`src/rtl/cmdq_pkg.sv`:
```
// Shared bit positions of the command queue status word.
package cmdq_pkg;
    localparam int STAT_W      = 32;
    localparam int FREE_W      = 12;
    localparam int BIT_FB_BUSY = 24;
    localparam int BIT_RP_BUSY = 25;
    localparam int BIT_RD_ERR  = 30;
    localparam int BIT_OVF     = 31;
    localparam int NUM_ERR     = 2;
    localparam int ERR_RD      = 0;
    localparam int ERR_OVF     = 1;
endpackage

```
`src/rtl/cmdq_fifo.sv`:
```
// Fixed-depth FIFO for command entries.
// Assumes: a push into a full queue is refused even when a pop happens on the
// same edge; a pop on an empty queue is ignored. Data slots are not reset.
module cmdq_fifo #(
    parameter int DEPTH   = 16,
    parameter int ENTRY_W = 40,
    localparam int PTR_W  = (DEPTH > 1) ? $clog2(DEPTH) : 1,
    localparam int CNT_W  = $clog2(DEPTH + 1)
) (
    input  logic               clk,
    input  logic               rst_n,
    input  logic               push_req,
    input  logic [ENTRY_W-1:0] push_entry,
    input  logic               pop_req,
    output logic [ENTRY_W-1:0] head_entry,
    output logic               not_empty,
    output logic               full,
    output logic [CNT_W-1:0]   occupancy
);
    logic [PTR_W-1:0]   wr_ptr_q, rd_ptr_q;
    logic [CNT_W-1:0]   count_q;
    logic               push_ok, pop_ok;
    logic [ENTRY_W-1:0] slot_bus [DEPTH];

    assign not_empty  = (count_q != '0);
    assign full       = (count_q == CNT_W'(DEPTH));
    assign occupancy  = count_q;
    assign push_ok    = push_req && !full;
    assign pop_ok     = pop_req && not_empty;
    assign head_entry = slot_bus[rd_ptr_q];

    function automatic logic [PTR_W-1:0] next_ptr(input logic [PTR_W-1:0] p);
        return (p == PTR_W'(DEPTH - 1)) ? '0 : p + 1'b1;
    endfunction

    // One storage register per slot, loaded when the write pointer selects it.
    for (genvar g = 0; g < DEPTH; g++) begin : g_slot
        logic [ENTRY_W-1:0] slot_q;
        always_ff @(posedge clk) begin
            if (push_ok && wr_ptr_q == PTR_W'(g)) slot_q <= push_entry;
        end
        assign slot_bus[g] = slot_q;
    end

    // Pointer and occupancy bookkeeping.
    always_ff @(posedge clk) begin
        if (!rst_n) begin
            wr_ptr_q <= '0;
            rd_ptr_q <= '0;
            count_q  <= '0;
        end else begin
            if (push_ok) wr_ptr_q <= next_ptr(wr_ptr_q);
            if (pop_ok)  rd_ptr_q <= next_ptr(rd_ptr_q);
            case ({push_ok, pop_ok})
                2'b10:   count_q <= count_q + 1'b1;
                2'b01:   count_q <= count_q - 1'b1;
                default: count_q <= count_q;
            endcase
        end
    end

    p_cnt_bound_r1: assert property (@(posedge clk) disable iff (!rst_n)
        occupancy <= CNT_W'(DEPTH));

    p_drop_full_r3: assert property (@(posedge clk) disable iff (!rst_n)
        (push_req && full) |=> occupancy <= $past(occupancy));

    p_head_hold_r2: assert property (@(posedge clk) disable iff (!rst_n)
        (not_empty && !pop_req) |=> (not_empty && $stable(head_entry)));
endmodule

```
`src/rtl/cmdq_errflags.sv`:
```
// Bank of sticky error flags with write-one-to-clear.
// Assumes: set and clear on the same edge leave the flag set.
module cmdq_errflags #(
    parameter int NUM = 2
) (
    input  logic           clk,
    input  logic           rst_n,
    input  logic [NUM-1:0] set_req,
    input  logic [NUM-1:0] clr_req,
    output logic [NUM-1:0] flag
);
    for (genvar g = 0; g < NUM; g++) begin : g_flag
        logic flag_q;

        // Sticky flag: set dominates clear.
        always_ff @(posedge clk) begin
            if (!rst_n)          flag_q <= 1'b0;
            else if (set_req[g]) flag_q <= 1'b1;
            else if (clr_req[g]) flag_q <= 1'b0;
        end
        assign flag[g] = flag_q;

        p_sticky_hold_r4: assert property (@(posedge clk) disable iff (!rst_n)
            (flag[g] && !clr_req[g]) |=> flag[g]);

        p_set_wins_r6: assert property (@(posedge clk) disable iff (!rst_n)
            set_req[g] |=> flag[g]);
    end
endmodule

```
`src/rtl/cmdq_status.sv`:
```
// Assembles the host status word and the reserve-adjusted slot count.
// Assumes: DEPTH fits in the 12-bit free field.
module cmdq_status
    import cmdq_pkg::*;
#(
    parameter int DEPTH   = 16,
    parameter int RESERVE = 8,
    parameter int CNT_W   = 5
) (
    input  logic              clk,
    input  logic              rst_n,
    input  logic [CNT_W-1:0]  occupancy,
    input  logic              not_empty,
    input  logic              cons_busy,
    input  logic              ovf_flag,
    input  logic              rderr_flag,
    output logic [STAT_W-1:0] status_word,
    output logic [FREE_W-1:0] usable_slots
);
    localparam logic [FREE_W-1:0] DEPTH_F = FREE_W'(DEPTH);
    localparam logic [FREE_W-1:0] RES_F   = FREE_W'(RESERVE);

    logic [FREE_W-1:0] free_cnt;

    assign free_cnt = DEPTH_F - FREE_W'(occupancy);

    // Pack fields into the status word.
    always_comb begin
        status_word                  = '0;
        status_word[FREE_W-1:0]      = free_cnt;
        status_word[BIT_FB_BUSY]     = cons_busy;
        status_word[BIT_RP_BUSY]     = not_empty || cons_busy;
        status_word[BIT_RD_ERR]      = rderr_flag;
        status_word[BIT_OVF]         = ovf_flag;
    end

    // Usable space after the host reserve, floored at zero.
    always_comb begin
        usable_slots = (free_cnt > RES_F) ? (free_cnt - RES_F) : '0;
    end

    p_usable_r8: assert property (@(posedge clk) disable iff (!rst_n)
        usable_slots <= status_word[FREE_W-1:0]);
endmodule

```
`src/rtl/cmdq_frontend.sv`:
```
// Top of the drawing command queue: routes host writes into the FIFO or the
// status word, raises sticky errors and presents the head entry to the back end.
// Assumes: DATA_W >= 32 so that status writes carry the clear bits.
module cmdq_frontend
    import cmdq_pkg::*;
#(
    parameter int DEPTH   = 16,
    parameter int IDX_W   = 8,
    parameter int DATA_W  = 32,
    parameter int RESERVE = 8
) (
    input  logic              clk,
    input  logic              rst_n,
    input  logic              host_wr,
    input  logic              host_to_status,
    input  logic [IDX_W-1:0]  host_idx,
    input  logic [DATA_W-1:0] host_wdata,
    input  logic              host_rd_cmd,
    output logic [31:0]       status_word,
    output logic [11:0]       usable_slots,
    output logic              cons_valid,
    output logic [IDX_W-1:0]  cons_idx,
    output logic [DATA_W-1:0] cons_data,
    input  logic              cons_ready,
    input  logic              cons_busy
);
    localparam int ENTRY_W = IDX_W + DATA_W;
    localparam int CNT_W   = $clog2(DEPTH + 1);

    logic               cmd_wr, stat_wr, fifo_full, fifo_ne;
    logic [ENTRY_W-1:0] head;
    logic [CNT_W-1:0]   occ;
    logic [NUM_ERR-1:0] err_set, err_clr, err_flag;

    assign cmd_wr  = host_wr && !host_to_status;
    assign stat_wr = host_wr && host_to_status;

    cmdq_fifo #(.DEPTH(DEPTH), .ENTRY_W(ENTRY_W)) u_fifo (
        .clk        (clk),
        .rst_n      (rst_n),
        .push_req   (cmd_wr),
        .push_entry ({host_idx, host_wdata}),
        .pop_req    (cons_ready),
        .head_entry (head),
        .not_empty  (fifo_ne),
        .full       (fifo_full),
        .occupancy  (occ)
    );

    // Error sources and write-one-to-clear requests.
    always_comb begin
        err_set          = '0;
        err_clr          = '0;
        err_set[ERR_OVF] = cmd_wr && fifo_full;
        err_set[ERR_RD]  = host_rd_cmd;
        err_clr[ERR_OVF] = stat_wr && host_wdata[BIT_OVF];
        err_clr[ERR_RD]  = stat_wr && host_wdata[BIT_RD_ERR];
    end

    cmdq_errflags #(.NUM(NUM_ERR)) u_err (
        .clk     (clk),
        .rst_n   (rst_n),
        .set_req (err_set),
        .clr_req (err_clr),
        .flag    (err_flag)
    );

    cmdq_status #(.DEPTH(DEPTH), .RESERVE(RESERVE), .CNT_W(CNT_W)) u_stat (
        .clk          (clk),
        .rst_n        (rst_n),
        .occupancy    (occ),
        .not_empty    (fifo_ne),
        .cons_busy    (cons_busy),
        .ovf_flag     (err_flag[ERR_OVF]),
        .rderr_flag   (err_flag[ERR_RD]),
        .status_word  (status_word),
        .usable_slots (usable_slots)
    );

    assign cons_valid = fifo_ne;
    assign cons_idx   = head[ENTRY_W-1:DATA_W];
    assign cons_data  = head[DATA_W-1:0];

    p_rp_busy_r7: assert property (@(posedge clk) disable iff (!rst_n)
        cons_valid |-> status_word[BIT_RP_BUSY]);

    p_stat_no_push_r9: assert property (@(posedge clk) disable iff (!rst_n)
        (stat_wr && !cons_ready) |=> status_word[11:0] == $past(status_word[11:0]));

    p_ovf_set_r3: assert property (@(posedge clk) disable iff (!rst_n)
        (cmd_wr && fifo_full) |=> status_word[BIT_OVF]);
endmodule

```
`config.mk`:
```
export PLATFORM = sky130hd
export DESIGN_NAME = cmdq_frontend
export DESIGN_NICKNAME = d
export VERILOG_FILES = /design/src/rtl/cmdq_pkg.sv /design/src/rtl/cmdq_fifo.sv /design/src/rtl/cmdq_errflags.sv /design/src/rtl/cmdq_status.sv /design/src/rtl/cmdq_frontend.sv
export SDC_FILE = /design/constraint.sdc
export NUM_CORES = 1
export LEC_CHECK = 0
export ABC_CLOCK_PERIOD_IN_PS = 5700
export CAP_MARGIN = 20
export CORE_ASPECT_RATIO = 0.8
export CORE_MARGIN = 5
export CORE_UTILIZATION = 40
export DETAILED_ROUTE_END_ITERATION = 8
export PLACE_DENSITY = 0.67
export SETUP_SLACK_MARGIN = 0.15
export SYNTH_ARGS = -nofsm -noshare
export SYNTH_HDL_FRONTEND = slang
export SYNTH_SLANG_ARGS = --single-unit
```
`constraint.sdc`:
```
create_clock -name clk -period 5.7 [get_ports clk]
set_input_delay 1.14 -clock clk [delete_from_list [all_inputs] [get_ports clk]]
set_output_delay 1.14 -clock clk [all_outputs]
set_load 0.01 [all_outputs]
```
Word-level counts from Yosys, hierarchy flattened
Index checks and enable logic that the tools add are counted.

storage, ports and cells
  logic and storage cells = 91
  register bits = 655
  output and inout port bits = 85
  input bits = 47

operators by class
  bitwise logic cells = 1
  reduce and logical (&&, ||, !) cells = 31
  multiplexer cells = 11
  equality and inequality tests = 19
  add/sub/neg operators = 6
  magnitude comparators = 2

operator list
  operator               count
  $bmux 40 s4            1
  $mux 40                2
  $eq 4x4->1 const B     9
  $logic_and 1x1->1      23
  $eq 4x3->1 const B     4
  $gt 12x4->1 const B    1
  $mux 12                1
  $sub 12x4->12 const B  1
  $pmux 5 s2             1
  $add 4x1->4 const B    2
  $eq 4x2->1 const B     2
  $mux 4                 2
  $reduce_bool 2->1      3
  $sub 5x5->6 const A    1
  $add 5x1->5 const B    1
  $eq 5x5->1 const B     1
  $ge 5x5->1 const B     1
  $not 4->5              1
  $reduce_bool 5->1      1
  $sub 5x1->5 const B    1
  $eq 4x1->1 const B     1
  $logic_not 4->1        1
  $mux 1                 4
  $eq 2x1->1 const B     1
  other kinds (3)        4

Longest topological paths before layout
  depth after elaboration = 5
  mapped depth = 15

Modules after synthesis
A second synthesis with hierarchy kept.

second synthesis, totals
  cell total of the unflattened synthesis = 1160
  area total of the unflattened synthesis = 25330.5 µm²

by module, submodules not included
  module         cells each  area an instance (µm²)  instances
  cmdq_fifo      1083        24727.5                 1
  cmdq_status    65          471.7                   1
  cmdq_errflags  8           97.6                    1
  cmdq_frontend  4           33.8                    1

Worst setup path before layout
No wires, ideal clock.

  path kind = input to register
  from = input host_to_status
  to = register u_fifo.g_slot[3].slot_q[0], enable pin
  cell stages on the path = 3
  data required time = 5.213 ns
  slack = 0.734 ns
  setup time = 0.487 ns
  data arrival time = 4.480 ns
  path buffers = 0
  cell sequence = nor3b_2 -> nand2_1 -> nor3_1

on the way
  word-level cells in the longest chain between the ends = 4

ends and longest elaborated chain
  item                  RTL line             RTL
  start, declared       cmdq_frontend.sv:15  input logic host_to_status,
  $logic_not 1->1       cmdq_frontend.sv:35  assign cmd_wr = host_wr && !host_to_status;
  $logic_and 1x1->1     cmdq_frontend.sv:35
  $logic_and 1x1->1     cmdq_fifo.sv:28      assign push_ok = push_req && !full;
  $logic_and 1x1->1     cmdq_fifo.sv:40      if (push_ok && wr_ptr_q == PTR_W'(g)) slot_q <= push_entry;
  end signal, assigned  cmdq_fifo.sv:40
  end, declared         cmdq_fifo.sv:38      logic [ENTRY_W-1:0] slot_q;

Every way passes these cells.
A chain may end at the register's enable or synchronous reset.

Final worst setup path
  from = register u_fifo.rd_ptr_q[0]
  to = output cons_data[31]

on the way
  word-level cells in the longest chain between the ends = 4

ends and longest elaborated chain
  item                                        RTL line             RTL
  start, declared                             cmdq_fifo.sv:20      logic [PTR_W-1:0] wr_ptr_q, rd_ptr_q;
  start signal, assigned                      cmdq_fifo.sv:53      if (pop_ok) rd_ptr_q <= next_ptr(rd_ptr_q);
  $not 4->5 (not written as such)             cmdq_fifo.sv:30      assign head_entry = slot_bus[rd_ptr_q];
  $bmux 40 s4                                 cmdq_fifo.sv:30
  $mux 40 (not written as such) (2 in a row)  cmdq_fifo.sv:30
  end, declared                               cmdq_frontend.sv:23  output logic [DATA_W-1:0] cons_data,

Every way passes these cells. The select of a mux whose other input is x is not followed.

==> results.md <==
- In this run, the combinational gates consume 24.3% of the power.
- The type of the worst setup path is reg2out.
- Setup repair after global routing left no endpoint under its margin.
- At the worst endpoint, the required time is 4.56 ns.
- The final number of hold-violating endpoints is 0.
- In this run, synthesis produced a sequential element count of ~660.
- The sequential cells in the finished layout cover a total of between 15000 and 20000 sq um.
- After global routing the overflow that remains totals 0.
- The filler cell count in the final layout is 5166.
- The wire-length estimate of the detail-placed layout is roughly 30000 um.
- The run finished with clean final reports.
- The multi-input combinational cell area is ~5500 sq um.
- In the final timing run, aggregate negative setup slack is 0 ns.
- The highest net fanout along the worst path is between 40 and 50.
- The share of layout cells above drive strength 1 is 22.1%.
- The synthesis-to-finish area growth is 15.8%.
- The cell at the root of the clock tree is sky130_fd_sc_hd__clkbuf_16.
- The clock insertion delay at the later pin of the skew report is between 0.6 and 0.7 ns.
- The type of the most critical hold path is reg2reg.
- The worst relative slew slack is 30.9%.
- For this run, the total global-route usage over all layers was measured as 15.6%.
- The count of distinct cell types in the synthesized netlist is 47.
- In the synthesized netlist, the number of instances is 1175.
- The H-tree depth reported by CTS is 2.
- The leakage power is 8.93 nW.
- Registers are responsible for a little under half of the overall power.
- The global-route wire length before repair is 81600 um.
- The transition time at the pin with the least slew margin is about 1.0 ns.
- The count of routing violations after the opening detailed-route iteration is ~1000.
- The kind of capture point of the worst setup path is an output pin.
- The detailed-route DRC error count is 0.
- The number of synthesized flops with an enable pin is between 600 and 700.
- The analysis attributes to net switching a power of between 3 and 4 mW.
- The TritonCTS buffer count is 59.
- The number of gates resized after cts is 0.
- Cell internal power was estimated by the tool at ~9.0 mW.
- The post-CTS setup repair buffer count is 0.
- The via count of the first global-routing pass was about 13000.
- The largest vdd supply drop is between 0.7 and 0.8 mV.
- The Yosys step of the flow raised 0 warnings.
- The utilization after layout is 46.9%.
- The placeable core area is between 60000 and 70000 sq um.
- The total wire length after detailed routing is approximately 54000 um.
- The worst path needs between 4 and 5 ns of the cycle, external delays included.
- The clock sink count is roughly 660.
- In this run switching power makes up about a quarter of total power.
- Summing the sequential cell areas from Yosys gives between 70% and 80% of the chip area.
- Of the available clock period, the critical path in the final layout requires around four fifths.
- Each instance of the synthesized netlist takes up on average 21.7 sq um.
- The worst clock skew on the final layout is roughly 0.028 ns.
- The max capacitance violation total is 0.
- The clock tree from TritonCTS is built.
- The element type at the critical path start is a flop.
- The most used flip-flop cell after synthesis is sky130_fd_sc_hd__edfxtp_1.
- The cell area power density is 414 nW/um^2.
- The largest buffer count on any clock path is 3.
- The die is approximately 240 um tall.
- The number of slew-limit violations in the final report came to 0.
- The routed length per instance is approximately 25 um.
- The diode insertion count for antenna repair is 0.
- The routed layout has between 10000 and 15000 vias.
- The largest net degree at the start of global routing is 69.
- The async set-reset flop share out of synthesis is 0%.
- The clock share of power is a little under a third.
- The number of antenna violations at the first check in global routing is 1.
- The chip width is 292 um.
- The number of port buffers is between 100 and 150.
- The maximum frequency from static timing analysis is between 200 and 250 MHz.
- For this configuration, the core starts out at a cell density of 40.5%.
- The die area is approximately 69000 sq um.
- After synthesis the cells add up to between 20000 and 30000 sq um.
- The clock slew seen by the registers of the worst setup and hold paths is approximately 0.060 ns.
- For the worst setup path, the data arrival time is about 3.5 ns.
- Once detail routing completed, the nets flagged for antenna violations numbered 0.
- The via density per instance is between 5 and 6.
- The total iterations of the first detailed-routing run is 5.
- At the end of routability-driven placement, the weighted congestion stood at around 0.73.
- The hold buffer count at CTS is 0.
- For this run, the post-layout net count is roughly 1400.
- Setup violations remaining at the end of the flow were counted as 0.
- The number of I/O pins is ~130.
- The cell row count is 82.
[stage by stage]
| stage | hold WS, ns | power (mW) | worst slack, ns | instance area (sq um) | std cells |
|---|---|---|---|---|---|
| final | 0.536 | 12.2 | 1.05 | 29500 | 2201 |
| after global routing | 0.588 | 12.8 | 0.755 | 29500 | 2201 |
| after CTS | 0.544 | 12.4 | 0.974 | 29500 | 2201 |
| after detailed placement | 0.536 | 8.63 | 1.25 | 27700 | 2091 |
| after global placement | 0.489 | 8.59 | 1.31 | 27700 | 2091 |
| after floorplan | 0.474 | 7.47 | 0.734 | 25500 | 1190 |
[worst paths after layout]
path | endpoint | slack [ns] | from | cells past startpoint
min reg2reg | u_fifo.wr_ptr_q[0]$_SDFFE_PN0P_ | 0.54 | u_fifo.wr_ptr_q[0]$_SDFFE_PN0P_ | 2
max reg2reg | u_fifo.occupancy[4]$_SDFFE_PN0P_ | 1.58 | u_fifo.occupancy[0]$_SDFFE_PN0P_ | 13
max | cons_data[31] | 1.05 | u_fifo.rd_ptr_q[0]$_SDFFE_PN0P_ | 5
min | u_fifo.wr_ptr_q[0]$_SDFFE_PN0P_ | 0.54 | u_fifo.wr_ptr_q[0]$_SDFFE_PN0P_ | 2
[registers in the layout, summed over array words and instances, names as in the netlist]
name	count
u_fifo.occupancy	5
u_fifo.g_slot.slot_q	640
u_err.g_flag.flag_q	2
u_fifo.wr_ptr_q	4
u_fifo.rd_ptr_q	4
[area by class of cell]
| cell class | count | share of cell area [%] |
|---|---|---|
| clock buffer | 86 | 5.60 |
| clock inverter | 24 | 0.548 |
| inverter | 13 | 0.166 |
| multi-input combinational | 430 | 18.7 |
| sequential | 655 | 66.3 |
| tap | 840 | 3.57 |
| timing repair buffer | 153 | 5.09 |
[cells in the mapped netlist, types with 2 or more instances]
library cell,n,area share [%]
sky130_fd_sc_hd__inv_1,13,0.19
sky130_fd_sc_hd__mux4_2,160,14
sky130_fd_sc_hd__xnor2_1,5,0.17
sky130_fd_sc_hd__buf_2,28,0.55
sky130_fd_sc_hd__a21boi_1,2,0.059
sky130_fd_sc_hd__ha_1,16,0.79
sky130_fd_sc_hd__nor3_1,7,0.14
sky130_fd_sc_hd__edfxtp_1,640,76
sky130_fd_sc_hd__nand2b_1,7,0.17
sky130_fd_sc_hd__or2_1,2,0.049
sky130_fd_sc_hd__or4_1,2,0.059
sky130_fd_sc_hd__nand3_1,6,0.12
sky130_fd_sc_hd__xor2_1,2,0.069
sky130_fd_sc_hd__a21oi_1,47,0.92
sky130_fd_sc_hd__mux2i_1,41,1.6
sky130_fd_sc_hd__dfxtp_1,15,1.2
sky130_fd_sc_hd__o21ai_0,4,0.079
sky130_fd_sc_hd__a21boi_0,2,0.059
sky130_fd_sc_hd__o22ai_1,41,1.0
sky130_fd_sc_hd__clkbuf_1,25,0.37
sky130_fd_sc_hd__nor2b_1,7,0.17
sky130_fd_sc_hd__and2_1,5,0.12
sky130_fd_sc_hd__nor2_1,20,0.30
sky130_fd_sc_hd__nand2_1,19,0.28
sky130_fd_sc_hd__buf_4,37,1.1
[cell families after synthesis]
logic type	synth area share (%)
other cells	0.0147
mux	15.8
compound gates	2.44
simple gates	1.78
flops	76.7
buf+inv	2.26
fa+ha+maj	0.787
xor+xnor	0.241
[power groups by stage]
stage | registers, mW | clock network (mW) | logic [mW]
2_1_floorplan | 5.50 | 0 | 1.97
4_1_cts | 5.51 | 3.81 | 3.04
6_report | 5.51 | 3.72 | 2.97
5_1_grt | 5.53 | 4.01 | 3.24
3_5_place_dp | 5.62 | 0 | 3.01
3_3_place_gp | 5.61 | 0 | 2.98
[layout by cell type (no fill, tap or decap), types with 19 or more instances in the layout]
master,instances
sky130_fd_sc_hd__edfxtp_1,640
sky130_fd_sc_hd__mux4_2,160
sky130_fd_sc_hd__clkdlybuf4s50_1,115
sky130_fd_sc_hd__clkbuf_16,60
sky130_fd_sc_hd__a21oi_1,47
sky130_fd_sc_hd__mux2i_1,41
sky130_fd_sc_hd__o22ai_1,41
sky130_fd_sc_hd__buf_4,33
sky130_fd_sc_hd__clkbuf_1,21
sky130_fd_sc_hd__nand2_1,19
[layer usage]
layer	part of all wire [%]	vias to the layer above	global-route usage, %
met4	1.9	2	3.56
met1	42	6301	21.8
li1	-	5133	-
met2	49	416	25.4
met3	7.2	70	3.30
met5	0.022	-	0
[critical path, cell delays in order, from the launching register on]
cell and delay [ns]:
sky130_fd_sc_hd__dfxtp_4 0.88, sky130_fd_sc_hd__buf_12 0.43, sky130_fd_sc_hd__mux4_2 0.58, sky130_fd_sc_hd__mux2i_1 0.15, sky130_fd_sc_hd__a21oi_1 0.18, sky130_fd_sc_hd__clkdlybuf4s50_1 0.56
Note: power is estimated with default switching activity, not from simulation.
